`src/rtl/lug_pkg.sv`:
```
package lug_pkg;

    localparam int IR_W  = 32;
    localparam int OPC_W = 6;
    localparam int REG_W = 5;

    localparam logic [5:0] OPC_NOP   = 6'h00;
    localparam logic [5:0] OPC_RR    = 6'h01;
    localparam logic [2:0] PFX_LOAD  = 3'b100;
    localparam logic [2:0] PFX_STORE = 3'b101;
    localparam logic [2:0] PFX_RI    = 3'b001;
    localparam logic [3:0] PFX_BR    = 4'b0001;

    typedef enum logic [2:0] {
        CLS_NONE   = 3'd0,
        CLS_RR     = 3'd1,
        CLS_LOAD   = 3'd2,
        CLS_STORE  = 3'd3,
        CLS_RI     = 3'd4,
        CLS_BRANCH = 3'd5
    } op_class_e;

    typedef enum logic [0:0] {
        ST_FLOW = 1'b0,
        ST_HOLD = 1'b1
    } gate_state_e;

endpackage

```
`src/rtl/lug_opclass.sv`:
```
module lug_opclass
    import lug_pkg::*;
#(
    parameter int OPC_W = lug_pkg::OPC_W
) (
    input  logic [OPC_W-1:0] opc_i,
    output op_class_e        cls_o
);

    localparam int TOP3 = OPC_W - 1;

    logic [2:0] pfx3;
    logic [3:0] pfx4;

    assign pfx3 = opc_i[TOP3 -: 3];
    assign pfx4 = opc_i[TOP3 -: 4];

    always_comb begin
        if (opc_i == OPC_W'(OPC_NOP)) begin
            cls_o = CLS_NONE;
        end else if (opc_i == OPC_W'(OPC_RR)) begin
            cls_o = CLS_RR;
        end else if (pfx3 == PFX_LOAD) begin
            cls_o = CLS_LOAD;
        end else if (pfx3 == PFX_STORE) begin
            cls_o = CLS_STORE;
        end else if (pfx3 == PFX_RI) begin
            cls_o = CLS_RI;
        end else if (pfx4 == PFX_BR) begin
            cls_o = CLS_BRANCH;
        end else begin
            cls_o = CLS_NONE;
        end
    end

endmodule

```
`src/rtl/lug_match.sv`:
```
module lug_match
    import lug_pkg::*;
#(
    parameter int REG_W = lug_pkg::REG_W,
    parameter int NSRC  = 2
) (
    input  op_class_e                  prod_cls_i,
    input  op_class_e                  cons_cls_i,
    input  logic [REG_W-1:0]           prod_dest_i,
    input  logic [NSRC-1:0][REG_W-1:0] cons_src_i,
    output logic                       hit_o
);

    logic [NSRC-1:0] eq;
    logic [NSRC-1:0] use_src;

    genvar g;
    generate
        for (g = 0; g < NSRC; g++) begin : g_cmp
            assign eq[g] = (cons_src_i[g] == prod_dest_i);
        end
    endgenerate

    always_comb begin
        use_src = '0;
        unique case (cons_cls_i)
            CLS_RR:     use_src = '1;
            CLS_LOAD,
            CLS_STORE,
            CLS_RI,
            CLS_BRANCH: use_src[0] = 1'b1;
            default:    use_src = '0;
        endcase
    end

    assign hit_o = (prod_cls_i == CLS_LOAD)
                 && (prod_dest_i != '0)
                 && (|(eq & use_src));

endmodule

```
`src/rtl/lug_fsm.sv`:
```
module lug_fsm
    import lug_pkg::*;
(
    input  logic clk,
    input  logic rst_n,
    input  logic hazard_i,
    output logic stall_o,
    output logic pc_we_o,
    output logic hold_o
);

    gate_state_e state_q;
    gate_state_e state_d;

    always_ff @(posedge clk or negedge rst_n) begin
        if (!rst_n) begin
            state_q <= ST_FLOW;
        end else begin
            state_q <= state_d;
        end
    end

    always_comb begin
        state_d = state_q;
        unique case (state_q)
            ST_FLOW: state_d = hazard_i ? ST_HOLD : ST_FLOW;
            ST_HOLD: state_d = ST_FLOW;
            default: state_d = ST_FLOW;
        endcase
    end

    always_comb begin
        stall_o = 1'b0;
        unique case (state_q)
            ST_FLOW: stall_o = hazard_i & rst_n;
            ST_HOLD: stall_o = 1'b0;
            default: stall_o = 1'b0;
        endcase
        pc_we_o = ~stall_o;
        hold_o  = stall_o;
    end

endmodule

```
`src/rtl/load_use_guard.sv`:
```
module load_use_guard
    import lug_pkg::*;
#(
    parameter int IR_W  = lug_pkg::IR_W,
    parameter int OPC_W = lug_pkg::OPC_W,
    parameter int REG_W = lug_pkg::REG_W
) (
    input  logic            clk,
    input  logic            rst_n,
    input  logic [IR_W-1:0] idex_ir_i,
    input  logic [IR_W-1:0] ifid_ir_i,
    output logic            stall_o,
    output logic            pc_we_o,
    output logic            ifid_hold_o,
    output logic [IR_W-1:0] idex_nxt_o
);

    localparam int OPC_LSB  = IR_W - OPC_W;
    localparam int SRC0_LSB = OPC_LSB - REG_W;
    localparam int SRC1_LSB = SRC0_LSB - REG_W;
    localparam int NSRC     = 2;

    logic [1:0][IR_W-1:0] words;
    op_class_e [1:0]      cls;

    assign words[0] = idex_ir_i;
    assign words[1] = ifid_ir_i;

    genvar w;
    generate
        for (w = 0; w < 2; w++) begin : g_cls
            lug_opclass #(.OPC_W(OPC_W)) u_cls (
                .opc_i (words[w][OPC_LSB +: OPC_W]),
                .cls_o (cls[w])
            );
        end
    endgenerate

    logic [REG_W-1:0]           prod_dest;
    logic [NSRC-1:0][REG_W-1:0] cons_src;
    logic                       hazard;

    assign prod_dest   = idex_ir_i[SRC1_LSB +: REG_W];
    assign cons_src[0] = ifid_ir_i[SRC0_LSB +: REG_W];
    assign cons_src[1] = ifid_ir_i[SRC1_LSB +: REG_W];

    lug_match #(.REG_W(REG_W), .NSRC(NSRC)) u_match (
        .prod_cls_i  (cls[0]),
        .cons_cls_i  (cls[1]),
        .prod_dest_i (prod_dest),
        .cons_src_i  (cons_src),
        .hit_o       (hazard)
    );

    lug_fsm u_fsm (
        .clk      (clk),
        .rst_n    (rst_n),
        .hazard_i (hazard),
        .stall_o  (stall_o),
        .pc_we_o  (pc_we_o),
        .hold_o   (ifid_hold_o)
    );

    assign idex_nxt_o = stall_o ? {OPC_W'(OPC_NOP), ifid_ir_i[OPC_LSB-1:0]}
                                : ifid_ir_i;

    logic idex_unused;
    assign idex_unused = ^{idex_ir_i[SRC0_LSB +: REG_W], idex_ir_i[SRC1_LSB-1:0]};

endmodule

```
`config.mk`:
```
export PLATFORM = sky130hd
export DESIGN_NAME = load_use_guard
export DESIGN_NICKNAME = d
export VERILOG_FILES = /design/src/rtl/lug_pkg.sv /design/src/rtl/lug_opclass.sv /design/src/rtl/lug_match.sv /design/src/rtl/lug_fsm.sv /design/src/rtl/load_use_guard.sv
export SDC_FILE = /design/constraint.sdc
export NUM_CORES = 1
export LEC_CHECK = 0
export CORE_MARGIN = 10
export CORE_UTILIZATION = 20
export DETAILED_ROUTE_END_ITERATION = 10
export PLACE_DENSITY = 0.87
export SLEW_MARGIN = 20
export SYNTH_ARGS = -nofsm -noshare
export SYNTH_HDL_FRONTEND = slang
export SYNTH_HIERARCHICAL = 1
export SYNTH_SLANG_ARGS = --single-unit
```
`constraint.sdc`:
```
create_clock -name clk -period 2.73 [get_ports clk]
set_input_delay 0.546 -clock clk [delete_from_list [all_inputs] [get_ports clk]]
set_output_delay 0.546 -clock clk [all_outputs]
set_load 0.05 [all_outputs]
```
=== Word level (Yosys, flattened, before mapping) ===
Cells that the tools add are included.

* Bits in registers: 1
* Input port bits: 66
* Output and inout port bits: 35
* Logic and storage cells: 48

* Equality and inequality tests: 18
* Muxes and demuxes: 18
* Bitwise operators: 4
* Reduce and logical (&&, ||, !) cells: 7

{| class="wikitable"
|+ Operator list
! cell !! number
|-
| 3-bit 2-to-1 mux || 12
|-
| 32-bit 2-to-1 mux || 1
|-
| 3-bit equality test (second input constant) || 6
|-
| 6-bit by 1-bit equality test with 1-bit output (second input constant) || 2
|-
| 6-bit zero test || 2
|-
| 5-bit equality test || 2
|-
| 3-bit by 1-bit equality test with 1-bit output (second input constant) || 3
|-
| 3-bit by 2-bit equality test with 1-bit output (second input constant) || 3
|-
| 4-bit by 1-bit equality test with 1-bit output (second input constant) || 2
|-
| 5-bit nonzero test || 1
|-
| 5-bit OR reduction || 1
|-
| 1-bit case mux with 2 select lines || 2
|-
| 1-bit 2-to-1 mux || 3
|-
| 2-bit bitwise AND || 1
|-
| 1-bit logical AND || 2
|-
| 1-bit NOT || 2
|-
| 2-bit OR reduction || 1
|-
| 1-bit bitwise AND || 1
|}

=== Logic depth before layout (Yosys ltp) ===
* Depth in word-level cells: 16
* Depth in mapped cells: 10
* Mapped depth without buffers: 9

=== Hierarchy ===
Netlist, hierarchy kept.

{| class="wikitable"
|+ By module, submodules not included
! module !! instances !! cells each !! area each (µm²) !! seq. area each (µm²)
|-
| load_use_guard || 1 || 32 || 232.7 || 0.0
|-
| lug_match || 1 || 20 || 166.4 || 0.0
|-
| lug_opclass || 2 || 8 || 38.8 || 0.0
|-
| lug_fsm || 1 || 5 || 58.8 || 25.0
|}

=== Worst setup path before layout ===
No wires, ideal clock.

* Path kind: input to output
* Start: input port ifid_ir_i[26]
* End: output port idex_nxt_o[26]
* Data arrival time: 2602 ps
* Required time: 2184 ps
* Slack: -418 ps
* Cell stages on the path: 10
* Buffers on the path: 1
* Cells stage by stage: nor2b_1 > o21ai_1 > a21oi_1 > nor3_1 > a2111oi_4 > nand4_1 > a21oi_1 > and3b_2 > buf_4 > nor2b_1

{| class="wikitable"
|+ RTL lines
! item !! RTL line !! source
|-
| start, declared || load_use_guard.sv:11 || <nowiki>input logic [IR_W-1:0] ifid_ir_i,</nowiki>
|-
| end, declared || load_use_guard.sv:15 || <nowiki>output logic [IR_W-1:0] idex_nxt_o</nowiki>
|}

=== Worst setup path in the final report ===
* Start: input port idex_ir_i[20]
* End: output port idex_nxt_o[31]

* Longest elaborated chain between the ends: 7
* Elaborated cells on any way between the ends: 10
* Classes of those cells: eq/ne (2); mux (2); bitwise (2); reduce/logical (4)

{| class="wikitable"
|+ RTL lines
! item !! RTL line !! source
|-
| start, declared || load_use_guard.sv:10 || <nowiki>input logic [IR_W-1:0] idex_ir_i,</nowiki>
|-
| 5-bit equality test || lug_match.sv:20 || <nowiki>assign eq[g] = (cons_src_i[g] == prod_dest_i);</nowiki>
|-
| 2-bit bitwise AND || lug_match.sv:38 || <nowiki>&& (|(eq & use_src));</nowiki>
|-
| 2-bit OR reduction || lug_match.sv:38 ||
|-
| 1-bit logical AND * || lug_match.sv:38 ||
|-
| named net hazard || load_use_guard.sv:41 || <nowiki>logic hazard;</nowiki>
|-
| 1-bit bitwise AND * || lug_fsm.sv:35 || <nowiki>ST_FLOW: stall_o = hazard_i & rst_n;</nowiki>
|-
| 1-bit case mux with 2 select lines * || lug_fsm.sv:34 || <nowiki>unique case (state_q)</nowiki>
|-
| 32-bit 2-to-1 mux * || load_use_guard.sv:64 || <nowiki>assign idex_nxt_o = stall_o ? {OPC_W'(OPC_NOP), ifid_ir_i[OPC_LSB-1:0]}</nowiki>
|}

The timed path passes the listed nets; every way through them passes the cells marked *.

==> Flow_metrics.wiki <==
{| class="wikitable"
! Metric !! Value
|-
| Number of cells on the worst reg-to-reg path || 1
|-
| RSZ-0062 raised after global routing || true
|-
| Total of warnings raised by yosys || 6
|-
| Critical Path Fanout Max || 8
|-
| Endpoint class of the critical path || primary output
|-
| Least-Margin Pin Slew || 0.245 ns
|-
| Fraction of layout instances using a drive strength above 1 || 60.2%
|-
| Number of enable-type register cells in the synthesized netlist || 0
|-
| Startpoint of the worst register-to-register path || u_fsm/state_q$_DFF_PN0_
|-
| CP Data Required Time || 2.18 ns
|-
| Largest registers || u_fsm/state_q x1
|-
| Critical Path Start || idex_ir_i[20]
|-
| Timing-limited maximum frequency || 372 MHz
|-
| Sequential cell area fraction in the yosys report || 4.67%
|-
| Startpoint type of the worst setup path || primary input
|-
| Area enclosed by the die boundary || 0.00515 sq mm
|-
| Arrival time at the worst endpoint || 2.14 ns
|-
| Largest register by flop count || u_fsm/state_q
|-
| DP Wirelength || 1.90 mm
|-
| Routed wire length per instance || 15.7 um
|-
| Die height || 71.7 um
|-
| Maximum number of pins on one net before global-route repair || 9
|-
| Residual antenna-violating net count after detailed routing || 0
|-
| Global-route wire length before repair || 3.46 mm
|-
| Number of cells in the finished layout apart from fillers || 138
|-
| Total routed wirelength || 2.16 mm
|-
| Floorplan die width || 71.7 um
|-
| Termination of the worst setup path || idex_nxt_o[31]
|-
| Antenna diodes || 0
|-
| Core area || 0.00252 sq mm
|-
| Worst setup timing slack at the placement stage || -0.553 ns
|-
| Post-synth ARST share || 100%
|-
| Mean area per synthesized cell || 7.34 sq um
|-
| Placed Instances || 133
|-
| Total global routing track utilization || 7.70%
|-
| Mapped Area || 536 sq um
|-
| Minimum clock period after layout || 2.69 ns
|-
| Final standard cell area without fillers || 0.00110 sq mm
|-
| Antenna violations before repair || 0
|-
| Vias per cell || 4.26
|-
| Power Dens Cells || 181 mW/mm^2
|-
| Reported max-cap violation count || 0
|-
| Initial DRT Pass Iterations || 2
|-
| Number of flip-flops under the largest register name || 1
|-
| Setup clock skew after layout || 0 ns
|-
| Count of distinct cell types in the synthesized netlist || 18
|-
| Standard cell area after detailed placement || 956 sq um
|-
| Post-Synthesis Net Count || 139
|-
| Highest ir drop seen on vdd || 84.5 uV
|-
| Total Nets Final || 176
|-
| Class of the most critical setup path || in2out
|-
| Routability-driven placement congestion ratio || 0.658
|-
| Worst Setup Slack, final || 0.0449 ns
|-
| Final count of pins violating max slew || 0
|-
| Instance count of the mapped netlist || 73
|-
| Filler cells || 262
|-
| IO buf count || 47
|-
| Std cell rows || 18
|-
| Final cycle utilization of the critical path || 98.4%
|-
| Top-Level Pins || 101
|-
| Most used flip-flop cell after synthesis || dfrtp_1
|-
| Total of hold buffers inserted after clock tree synthesis || 0
|-
| R2R setup slack || 2.08 ns
|-
| Final number of setup-violating endpoints || 0
|-
| Total of flip-flops plus latches after synthesis || 1
|-
| Clock-pin slew on the worst setup and hold paths || 0 ns
|-
| Path category of the worst min-delay check || reg2reg
|-
| Lkg Pwr || 0.525 nW
|-
| Capturing point of the worst reg2reg path || u_fsm/state_q$_DFF_PN0_
|-
| Synth-to-layout area growth || 105%
|-
| Number of design rule violations left after detail routing || 0
|-
| Final hold vios || 0
|-
| Congestion Overflow GR || 0
|-
| Outcome || complete, no violations
|-
| Clk Latency, worst-skew pair || 0 ns
|-
| Vias after detailed routing || 588
|-
| Initial Utilization || 21.2%
|-
| Max_slew headroom || 83.7%
|-
| Count of routing violations after the opening detailed-route iteration || 11
|-
| Number of global-route vias before repair || 678
|}
## timing repair
action                     CTS  global route
pin swaps                   14            15
setup endpoints to repair    9             9
gates resized for setup     59            26
setup buffers                6             2
## synth_stat cells, drive strengths merged (2+ instances only)
cell type,number,area (sq um)
xor2,6,52.6
nor3,3,15.0
xnor2,4,35.0
nor2,6,22.5
o21ai,2,10.0
nand4,2,12.5
nor2b,10,62.6
buf,27,203
nand2,2,7.51
a21oi,3,15.0
## where the power goes
group,leakage [nW],internal (W),switching [W]
registers,0.0140,0.0000152,0.0000000335
clock network,0,0,0
logic,0.511,0.0000884,0.0000955
total,0.525,0.000104,0.0000956
## through the flow
step	utilization, %	setup TNS [ns]	power (W)	hold WS (ns)
finish	43.5	0	0.000199	0.586
detailed placement	37.9	-4.45	0.000184	0.586
global route	43.5	-0.678	0.000211	0.607
floorplan	-	0	0.000171	0.250
global placement	37.9	-4.28	0.000181	0.580
CTS	40.9	-0.402	0.000191	0.586
## final cells by class
cell class,instances,area (sq um),share of cell area (%)
multi-input cells,45,432,39.3
flip-flops and latches,1,25.0,2.28
well taps,30,37.5,3.42
repair buffers,62,603,55.0
## layer usage
layer	up-vias	share of wire (%)	track usage, %
met3	2	7.8	2.62
met4	0	1.3	0.215
met5	-	0	0
met1	262	36	7.47
li1	285	-	-
met2	39	55	15.8
## worst min-delay path by stage
stage / startpoint / endpoint / slack, ns / cells past startpoint
CTS: u_fsm/state_q$_DFF_PN0_ / u_fsm/state_q$_DFF_PN0_ / 0.59 / 1
global placement: u_fsm/state_q$_DFF_PN0_ / u_fsm/state_q$_DFF_PN0_ / 0.58 / 1
floorplan: rst_n / u_fsm/state_q$_DFF_PN0_ / 0.25 / 0
global route: u_fsm/state_q$_DFF_PN0_ / u_fsm/state_q$_DFF_PN0_ / 0.61 / 1
detailed placement: u_fsm/state_q$_DFF_PN0_ / u_fsm/state_q$_DFF_PN0_ / 0.59 / 1
finish: u_fsm/state_q$_DFF_PN0_ / u_fsm/state_q$_DFF_PN0_ / 0.59 / 1
## worst max-delay path, stage by stage
cell	delay, ns
dlygate4sd2_1	0.26
or4_1	0.41
o211ai_1	0.22
a21oi_2	0.06
and3b_2	0.21
buf_12	0.15
nor2b_4	0.13
buf_8	0.15
## logic make-up after synthesis
logic type,share of synthesized area (%)
AOI/OAI and AO/OA,11.2
buffers and inverters,37.8
and+or+nand+nor,29.9
xor gates and xnor gates,16.4
DFF,4.67
## cells in the final DEF (no fill, tap or decap), types with 2 or more instances in the layout
master / n
nand4_1: 2
xor2_2: 2
nor2b_4: 8
nor2_4: 2
dlymetal6s2s_1: 4
xnor2_1: 4
nor2b_1: 2
nand2_1: 2
buf_12: 4
clkbuf_2: 2
buf_6: 12
a21oi_2: 2
dlygate4sd2_1: 6
buf_4: 22
xor2_1: 4
clkdlybuf4s50_1: 7
buf_2: 3
nor2_1: 4
Power figures use the tool's default switching activity.
